--- src/rtl/csel_pkg.sv ---
package csel_pkg;
   typedef enum logic [1:0] {
      BT_WIDE = 2'b00,
      BT_BYTE = 2'b01,
      BT_RSVD = 2'b10,
      BT_DRAM = 2'b11
   } bus_type_e;

   typedef enum logic [1:0] {
      ST_IDLE,
      ST_C1,
      ST_C2,
      ST_WAIT
   } cyc_state_e;
endpackage

--- src/rtl/csel_cfg_reg.sv ---
module csel_cfg_reg
   import csel_pkg::*;
#(
   parameter int WS_W = 5
) (
   input  logic            clk,
   input  logic            rst_n,
   input  logic            load,
   input  logic [1:0]      type_in,
   input  logic [WS_W-1:0] wait_in,
   output bus_type_e       type_q,
   output logic [WS_W-1:0] wait_q
);
   always_ff @(posedge clk) begin
      if (!rst_n) begin
         type_q <= BT_WIDE;
         wait_q <= '0;
      end else if (load) begin
         type_q <= bus_type_e'(type_in);
         wait_q <= wait_in;
      end
   end
endmodule

--- src/rtl/csel_wait_timer.sv ---
module csel_wait_timer #(
   parameter int WS_W       = 5,
   parameter bit EXT_ACK_EN = 1'b1
) (
   input  logic            clk,
   input  logic            rst_n,
   input  logic            in_c2,
   input  logic            in_wait,
   input  logic [WS_W-1:0] ws,
   input  logic            ta_n,
   output logic            ext_mode,
   output logic            last
);
   logic [WS_W-1:0] rem;

   generate
      if (EXT_ACK_EN) begin : g_ext
         assign ext_mode = &ws;
      end else begin : g_count_only
         assign ext_mode = 1'b0;
      end
   endgenerate

   always_ff @(posedge clk) begin
      if (!rst_n) begin
         rem <= '0;
      end else if (in_c2) begin
         rem <= ws;
      end else if (in_wait && !ext_mode) begin
         rem <= rem - 1'b1;
      end
   end

   always_comb begin
      last = 1'b0;
      if (in_c2) begin
         last = !ext_mode && (ws == '0);
      end else if (in_wait) begin
         last = ext_mode ? !ta_n : (rem == {{(WS_W-1){1'b0}}, 1'b1});
      end
   end

   // an internally counted wait never runs with an exhausted count
   assert_wait_count_live_R2: assert property (@(posedge clk) disable iff (!rst_n)
      (in_wait && !ext_mode) |-> (rem != '0));
endmodule

--- src/rtl/csel_strobe_gen.sv ---
module csel_strobe_gen
   import csel_pkg::*;
#(
   parameter int LANES = 4
) (
   input  logic             active,
   input  logic             is_write,
   input  bus_type_e        btype,
   input  logic [LANES-1:0] be,
   output logic             cs_n,
   output logic             oe_n,
   output logic             rw,
   output logic             doe,
   output logic [LANES-1:0] bs_n
);
   logic lane_gate;

   assign cs_n      = !active;
   assign oe_n      = !(active && !is_write);
   assign rw        = !(active && is_write);
   assign doe       = active && is_write;
   assign lane_gate = active && (is_write || (btype == BT_WIDE));

   generate
      for (genvar i = 0; i < LANES; i++) begin : g_lane
         assign bs_n[i] = !(lane_gate && be[i]);
      end
   endgenerate
endmodule

--- src/rtl/csel_cycle_ctrl.sv ---
module csel_cycle_ctrl
   import csel_pkg::*;
#(
   parameter int ADDR_W     = 23,
   parameter int DATA_W     = 32,
   parameter int LANES      = DATA_W / 8,
   parameter int WS_W       = 5,
   parameter bit EXT_ACK_EN = 1'b1
) (
   input  logic              clk,
   input  logic              rst_n,
   input  logic              cfg_load,
   input  logic [1:0]        cfg_type,
   input  logic [WS_W-1:0]   cfg_wait,
   input  logic              req_valid,
   input  logic              req_write,
   input  logic [ADDR_W-1:0] req_addr,
   input  logic [DATA_W-1:0] req_wdata,
   input  logic [LANES-1:0]  req_be,
   output logic              idle,
   output logic              rsp_done,
   output logic              rsp_err,
   output logic [DATA_W-1:0] rsp_rdata,
   output logic [ADDR_W-1:0] bus_addr,
   output logic [DATA_W-1:0] bus_dout,
   output logic              bus_doe,
   input  logic [DATA_W-1:0] bus_din,
   output logic              bus_cs_n,
   output logic              bus_oe_n,
   output logic              bus_rw,
   output logic [LANES-1:0]  bus_bs_n,
   input  logic              bus_ta_n
);
   generate
      if (DATA_W != 8 * LANES) begin : g_bad_lanes
         $fatal(1, "DATA_W must equal 8*LANES");
      end
      if (WS_W < 2) begin : g_bad_ws
         $fatal(1, "WS_W must be at least 2");
      end
   endgenerate

   cyc_state_e        state;
   bus_type_e         cur_type;
   logic [WS_W-1:0]   cur_wait;
   bus_type_e         q_type;
   logic [WS_W-1:0]   q_ws;
   logic              q_write;
   logic [LANES-1:0]  q_be;
   logic [ADDR_W-1:0] q_addr;
   logic [DATA_W-1:0] q_wdata;
   logic              ext_mode;
   logic              cyc_last;
   logic              cfg_illegal;

   csel_cfg_reg #(.WS_W(WS_W)) u_cfg (
      .clk     (clk),
      .rst_n   (rst_n),
      .load    (cfg_load),
      .type_in (cfg_type),
      .wait_in (cfg_wait),
      .type_q  (cur_type),
      .wait_q  (cur_wait)
   );

   csel_wait_timer #(.WS_W(WS_W), .EXT_ACK_EN(EXT_ACK_EN)) u_timer (
      .clk      (clk),
      .rst_n    (rst_n),
      .in_c2    (state == ST_C2),
      .in_wait  (state == ST_WAIT),
      .ws       (q_ws),
      .ta_n     (bus_ta_n),
      .ext_mode (ext_mode),
      .last     (cyc_last)
   );

   csel_strobe_gen #(.LANES(LANES)) u_strobe (
      .active   (state != ST_IDLE),
      .is_write (q_write),
      .btype    (q_type),
      .be       (q_be),
      .cs_n     (bus_cs_n),
      .oe_n     (bus_oe_n),
      .rw       (bus_rw),
      .doe      (bus_doe),
      .bs_n     (bus_bs_n)
   );

   assign cfg_illegal = (cur_type == BT_RSVD) || (cur_type == BT_DRAM);
   assign idle        = (state == ST_IDLE);
   assign bus_addr    = q_addr;
   assign bus_dout    = q_wdata;

   always_ff @(posedge clk) begin
      if (!rst_n) begin
         state     <= ST_IDLE;
         q_type    <= BT_WIDE;
         q_ws      <= '0;
         q_write   <= 1'b0;
         q_be      <= '0;
         q_addr    <= '0;
         q_wdata   <= '0;
         rsp_done  <= 1'b0;
         rsp_err   <= 1'b0;
         rsp_rdata <= '0;
      end else begin
         rsp_done <= 1'b0;
         rsp_err  <= 1'b0;
         unique case (state)
            ST_IDLE: begin
               if (req_valid) begin
                  q_type  <= cur_type;
                  q_ws    <= cur_wait;
                  q_write <= req_write;
                  q_be    <= req_be;
                  q_addr  <= req_addr;
                  q_wdata <= req_wdata;
                  if (cfg_illegal) begin
                     rsp_done <= 1'b1;
                     rsp_err  <= 1'b1;
                  end else begin
                     state <= ST_C1;
                  end
               end
            end
            ST_C1: state <= ST_C2;
            ST_C2, ST_WAIT: begin
               if (cyc_last) begin
                  state    <= ST_IDLE;
                  rsp_done <= 1'b1;
                  if (!q_write) rsp_rdata <= bus_din;
               end else begin
                  state <= ST_WAIT;
               end
            end
            default: state <= ST_IDLE;
         endcase
      end
   end

   assert_oe_read_only_R5: assert property (@(posedge clk) disable iff (!rst_n)
      !bus_oe_n |-> (bus_rw && !bus_cs_n && !bus_doe));

   assert_byte_read_quiet_R7: assert property (@(posedge clk) disable iff (!rst_n)
      (!bus_cs_n && q_type == BT_BYTE && bus_rw) |-> (&bus_bs_n));

   assert_illegal_no_cycle_R8: assert property (@(posedge clk) disable iff (!rst_n)
      rsp_err |-> (rsp_done && $past(bus_cs_n) && bus_cs_n));

   assert_ext_min_wait_R3: assert property (@(posedge clk) disable iff (!rst_n)
      (rsp_done && !rsp_err && ext_mode) |-> $past(state == ST_WAIT));

   assert_addr_hold_R12: assert property (@(posedge clk) disable iff (!rst_n)
      (!bus_cs_n && $past(!bus_cs_n)) |-> ($stable(bus_addr) && $stable(bus_rw)));

   assert_busy_not_idle_R1: assert property (@(posedge clk) disable iff (!rst_n)
      !bus_cs_n |-> !idle);
endmodule

--- config.mk ---
export PLATFORM = sky130hd
export DESIGN_NAME = csel_cycle_ctrl
export DESIGN_NICKNAME = d
export VERILOG_FILES = /design/src/rtl/csel_pkg.sv /design/src/rtl/csel_cfg_reg.sv /design/src/rtl/csel_wait_timer.sv /design/src/rtl/csel_strobe_gen.sv /design/src/rtl/csel_cycle_ctrl.sv
export SDC_FILE = /design/constraint.sdc
export NUM_CORES = 1
export LEC_CHECK = 0
export BUFFER_PORTS_ARGS = -buffer_cell sky130_fd_sc_hd__buf_4
export CAP_MARGIN = 5
export CORE_MARGIN = 2
export CORE_UTILIZATION = 35
export CTS_CLUSTER_DIAMETER = 100
export DETAILED_ROUTE_END_ITERATION = 6
export SLEW_MARGIN = 5
export SYNTH_ARGS = -nofsm -noshare
export SYNTH_HDL_FRONTEND = slang
export SYNTH_SLANG_ARGS = --single-unit
--- constraint.sdc ---
create_clock -name clk -period 1.99 [get_ports clk]
set_clock_uncertainty 0.1 [all_clocks]
set_input_delay 0.0995 -clock clk [delete_from_list [all_inputs] [get_ports clk]]
set_output_delay 0.0995 -clock clk [all_outputs]
set_load 0.005 [all_outputs]
-- After elaboration in Yosys (flattened, before gate mapping)
Cells that the tools add are included.
- register bits after elaboration: 115
- logic and storage cells: 68
- input port bits: 104
- output and inout bits: 98
- reductions and logical operators: 32
- equality and inequality tests: 8
- mux-type cells: 13
- bitwise gates (word level): 1
- $add $sub $neg: 1
- operator list (cell ; count):
    $logic_not 1->1 ; 10
    $mux 5 ; 2
    $logic_and 1x1->1 ; 9
    $eq 2x2->1 const B ; 4
    $mux 1 ; 6
    $mux 2 ; 3
    $pmux 2 s3 ; 1
    $reduce_and 2->1 ; 3
    $eq 5x1->1 const B ; 1
    $logic_not 5->1 ; 1
    $reduce_and 5->1 ; 1
    $sub 5x1->5 const B ; 1
    $logic_not 2->1 ; 2
    $ne 2x2->1 const B ; 2
    $reduce_bool 2->1 ; 2
    $reduce_and 3->1 ; 1
    $eq 2x1->1 const B ; 1
    $logic_or 1x1->1 ; 2
    $pmux 1 s2 ; 1
    $reduce_or 2->1 ; 1
    $not 1->1 ; 1

-- Logic depth before layout (Yosys ltp)
- word-level depth: 6
- depth in mapped cells: 8

-- Modules after synthesis
Synthesis repeated with hierarchy kept, for this count alone.
- cells, all modules: 518
- area, all modules: 4734.5 µm²
- modules (own cells, without submodules) (module ; instances ; seq. area each (µm²) ; cells each ; area each (µm²)):
    csel_cycle_ctrl ; 1 ; 2062.0 ; 448 ; 4065.1
    csel_wait_timer ; 1 ; 100.1 ; 39 ; 345.3
    csel_cfg_reg ; 1 ; 140.1 ; 22 ; 265.3
    csel_strobe_gen ; 1 ; 0.0 ; 9 ; 58.8

-- Worst setup path before layout
Ideal clock, no wire load.
- path kind: flip-flop to flip-flop
- start: register state[0]
- end: register rsp_rdata[0]
- required time: 1.818 ns
- data arrival time: 1.548 ns
- library setup time: 0.072 ns
- setup slack: 0.270 ns
- stages on the path, launching flop included: 7
- cells stage by stage: dfxtp_1 > clkbuf_1 > and3b_2 > o211a_1 > nor3_4 > buf_8 > mux2i_1
- word-level cells in the longest chain between the ends: 4
- elaborated cells between the ends (all ways): 6
- those cells by class: 2 x eq/ne; 2 x mux; 2 x reduce/logical
- ends and longest elaborated chain (item ; RTL line ; text):
    start, declared ; csel_cycle_ctrl.sv:43 ; cyc_state_e state;
    start signal, assigned ; csel_cycle_ctrl.sv:96 ; state <= ST_IDLE;
    start signal, assigned ; csel_cycle_ctrl.sv:122 ; state <= ST_C1;
    start signal, assigned ; csel_cycle_ctrl.sv:126 ; ST_C1: state <= ST_C2;
    $eq 2x2->1 ; csel_cycle_ctrl.sv:70, csel_cycle_ctrl.sv:109 ;
    $mux 1 ; csel_wait_timer.sv:38 ; end else if (in_wait) begin
    $mux 1 ; csel_wait_timer.sv:36 ; if (in_c2) begin
    $reduce_and 3->1 (no line) * ; n/a ;
    end signal, assigned ; csel_cycle_ctrl.sv:131 ; if (!q_write) rsp_rdata <= bus_din;
    end, declared ; csel_cycle_ctrl.sv:23 ; output logic [DATA_W-1:0] rsp_rdata,
Every way passes the cells marked *; elsewhere a longest branch is shown, timed or not.
A chain may end at the register's enable or synchronous reset.

-- Final worst setup path
- start: register u_timer.rem[1]
- end: register rsp_rdata[15]
- word-level cells in the longest chain between the ends: 5
- ends and longest elaborated chain (item ; RTL line ; text):
    start, declared ; csel_wait_timer.sv:14 ; logic [WS_W-1:0] rem;
    start signal, assigned ; csel_wait_timer.sv:28 ; rem <= ws;
    start signal, assigned ; csel_wait_timer.sv:30 ; rem <= rem - 1'b1;
    $eq 5x1->1 ; csel_wait_timer.sv:39 ; last = ext_mode ? !ta_n : (rem == {{(WS_W-1){1'b0}}, 1'b1});
    $mux 1 ; csel_wait_timer.sv:39 ;
    $mux 1 ; csel_wait_timer.sv:38 ;
    $mux 1 ; csel_wait_timer.sv:36 ;
    $reduce_and 3->1 (no line) ; n/a ;
No other way between the ends.

==> flow_summary.ini <==
[final_layout]
area_delta_synth_final_pct = 74.5
final_area_um2 = 7950
drive_above_1_share_pct = 29.9
finalNetCount = 948
insertedDiodeCount = 0
fill_cells = 995
final_util_pct = 62.8
multi_input_area_um2 = 1980
regArea_um2 = 2300

[clock_network]
clock_latency_ns = 0.41
post_cts_buffers = 0
clock-sinks = 115
htreeDepth = 4
path_clk_slew_ns = 0.06
cts-root-buf = clkbuf_16
clk_path_buf_depth = 2
cts_tree = yes
cts_buffers = 17

[placed_design]
portBuffers = 201
hpwlAfterDp_mm = 8.74
gp_congestion = 0.864
postPlaceCellArea_um2 = 6140

[synth]
yosysTopAreaCellShare_pct = 50.5
synthesis.nets = 644
syn_area_um2 = 4560
netlist-cell-type-count = 43
synth.most_common_cell = nand2_1
synth_edf_count = 0
ys_warn_count = 0
synth_largest_area_cell = dfxtp_1
synth-main-ff-cell = dfxtp_1
synthTopCellsByCount = nand2_1 (208), dfxtp_1 (115), a21oi_1 (71)
synthArstFlopShare_pct = 0
synth-seq-cells = 115
synth_cells = 538
avgSynthCellArea_um2 = 8.47
synth.yosys.seq_area_share_pct = 50.5
synth_area_leaders = dfxtp_1 (51%), nand2_1 (17%), mux2i_1 (9.0%)

[timing]
tightest_slew_ns = 0.551
hold_violations = 0
max-slew-margin-rel_pct = 62.3
rsz0062_at_grt = false
fmaxAchievable_mhz = 534
setup_violations = 0
period_share_pct = 94.1
final_max_slew_viol_count = 0
min_period_ns = 1.87
hold_ws_ns = 0.0378
finalSetupTns_ns = 0

[drt]
vias = 4787
met1_length_mm = 6.01
wl_met2_mm = 7.07
drtIter0Drc = 299
highest_layer = met4
post-route-drc-count = 0
wl_met3_mm = 1.32
viasPerCell = 4.66
wl_per_cell_um = 14.3
wl_mm = 14.7
ant_nets = 0
first_pass_iters = 7

[critical_path]
critPathCapture = rsp_rdata[15]$_SDFFE_PN0P_
critPathLaunch = u_timer.rem[1]$_SDFFE_PN0P_
crit_type = flop to flop
end_kind = flop
r2r-end = rsp_rdata[15]$_SDFFE_PN0P_
slowest_stage = dfxtp_1
r2r_setup_slack_ns = 0.12
critPathArrivalTime_ns = 2.11
cpPeakStageDelay_ns = 0.35
reg2reg_depth = 7
worst-path-max-fanout = 16
startpoint_type = flop
crit_chain = inv_1 > ha_1 > nor4b_1 > o211a_1 > nor3_4 > clkbuf_16 > mux2i_1
reg2reg_from = u_timer.rem[1]$_SDFFE_PN0P_
cp.required_ns = 2.23

[grt]
antenna_found_initial = 0
grt_max_degree = 69
grt_pass1_vias = 4862
grt_overflow = 0
grt_pass1_wl_mm = 23.4
grt_usage_pct = 20.6

[die]
dieWidth_um = 118
io-pin-count = 202
initial_core_util_pct = 36.0
core-area_um2 = 12700
die_y_um = 118
die_area_um2 = 13900
rows = 41

[power]
p_per_area_nw_per_um2 = 965
ir_drop_v = 0.000564
p_leak_uw = 0.00372
power_uw = 7670

[worst_hold_path]
holdCritPathClass = primary input to flop
worstHoldStart = bus_ta_n

[outcome]
status = completed

[flow_run]
drv_cap = 0
final cells by class:
type | count | share of cell area (%)
Inverter | 8 | 0.378
Multi-Input combinational cell | 376 | 24.9
Clock buffer | 21 | 5.92
Tap cell | 172 | 2.71
Clock inverter | 11 | 2.27
Timing Repair Buffer | 324 | 34.9
Sequential cell | 115 | 29.0
what timing repair did:
| action | in CTS | in global routing |
|---|---|---|
| hold endpoints to repair | 104 | 0 |
| hold buffers | 113 | 0 |
| gates resized for setup | 0 | 4 |
| endpoints found under the setup margin | 0 | 7 |
routing by layer:
metal  GRT usage, %  vias up
li1               -     2375
met1           23.3     2191
met2           34.0      198
met3           8.87       23
met4           8.51        0
met5              0        -
per-stage QoR:
step | cells | setup slack, ns
finish | 1027 | 0.116
global route | 1027 | 0.00973
CTS | 1026 | 0.00408
detailed placement | 881 | 0.148
global placement | 881 | 0.187
floorplan | 538 | 0.270
registers in the layout (all words and copies together) (netlist names):
signal	cells
q_write	1
rsp_err	1
q_ws	5
bus_addr	23
u_cfg.wait_q	5
rsp_rdata	32
u_timer.rem	5
q_type	2
rsp_done	1
q_be	4
state	2
bus_dout	32
u_cfg.type_q	2
worst min-delay path by stage:
stage	slack (ns)	depth (start not counted)	endpoint
floorplan	0.14	2	q_be[0]$_SDFFE_PN0P_
global placement	0.23	3	u_cfg.wait_q[0]$_SDFFE_PN0P_
detailed placement	0.24	3	u_cfg.wait_q[1]$_SDFFE_PN0P_
CTS	0.01	4	state[1]$_SDFFE_PN0P_
global route	0.03	4	state[1]$_SDFFE_PN0P_
finish	0.04	4	state[0]$_SDFFE_PN0P_
power by group:
group / internal (uW) / switching (uW)
clock: 2300 / 1040
sequential: 2550 / 166
combinational: 874 / 738
worst max-delay path: cells and delay by family, from the launching register on:
kind / cells / cell delay (ns)
AO/OA/AOI/OAI: 1 / 0.16
multiplexers: 1 / 0.19
adder cells (fa/ha/maj): 1 / 0.19
buffers and inverters: 2 / 0.35
flip-flops: 1 / 0.35
AND/OR/NAND/NOR: 2 / 0.46
cells by family (layout without fill, tap and decap cells):
| group | Yosys count | count (layout) | synth area share, % |
|---|---|---|---|
| DFF | 115 | 115 | 50.5 |
| and+or+nand+nor | 244 | 244 | 22.9 |
| adders and majority gates | 2 | 2 | 0.549 |
| buffers and inverters | 47 | 364 | 6.23 |
| AOI/OAI and AO/OA | 89 | 89 | 10.8 |
| muxes | 41 | 41 | 9.01 |
cell usage in the layout (no fill, tap or decap), types with 2 or more instances in the layout:
| cell | n |
|---|---|
| inv_1 | 7 |
| o221ai_1 | 3 |
| dfxtp_1 | 113 |
| dfxtp_2 | 2 |
| o211a_1 | 2 |
| a2111oi_0 | 2 |
| buf_12 | 3 |
| clkbuf_16 | 18 |
| buf_4 | 206 |
| and4_1 | 2 |
| nor3_1 | 3 |
| ha_1 | 2 |
| mux2i_1 | 41 |
| a21oi_1 | 71 |
| clkbuf_8 | 3 |
| nand2_1 | 207 |
| o21ai_0 | 4 |
| bufinv_16 | 5 |
| o22ai_1 | 3 |
| clkinv_2 | 6 |
| o21a_1 | 2 |
| dlygate4sd3_1 | 113 |
| nor2_1 | 12 |
(Power assumes the default switching activity.)
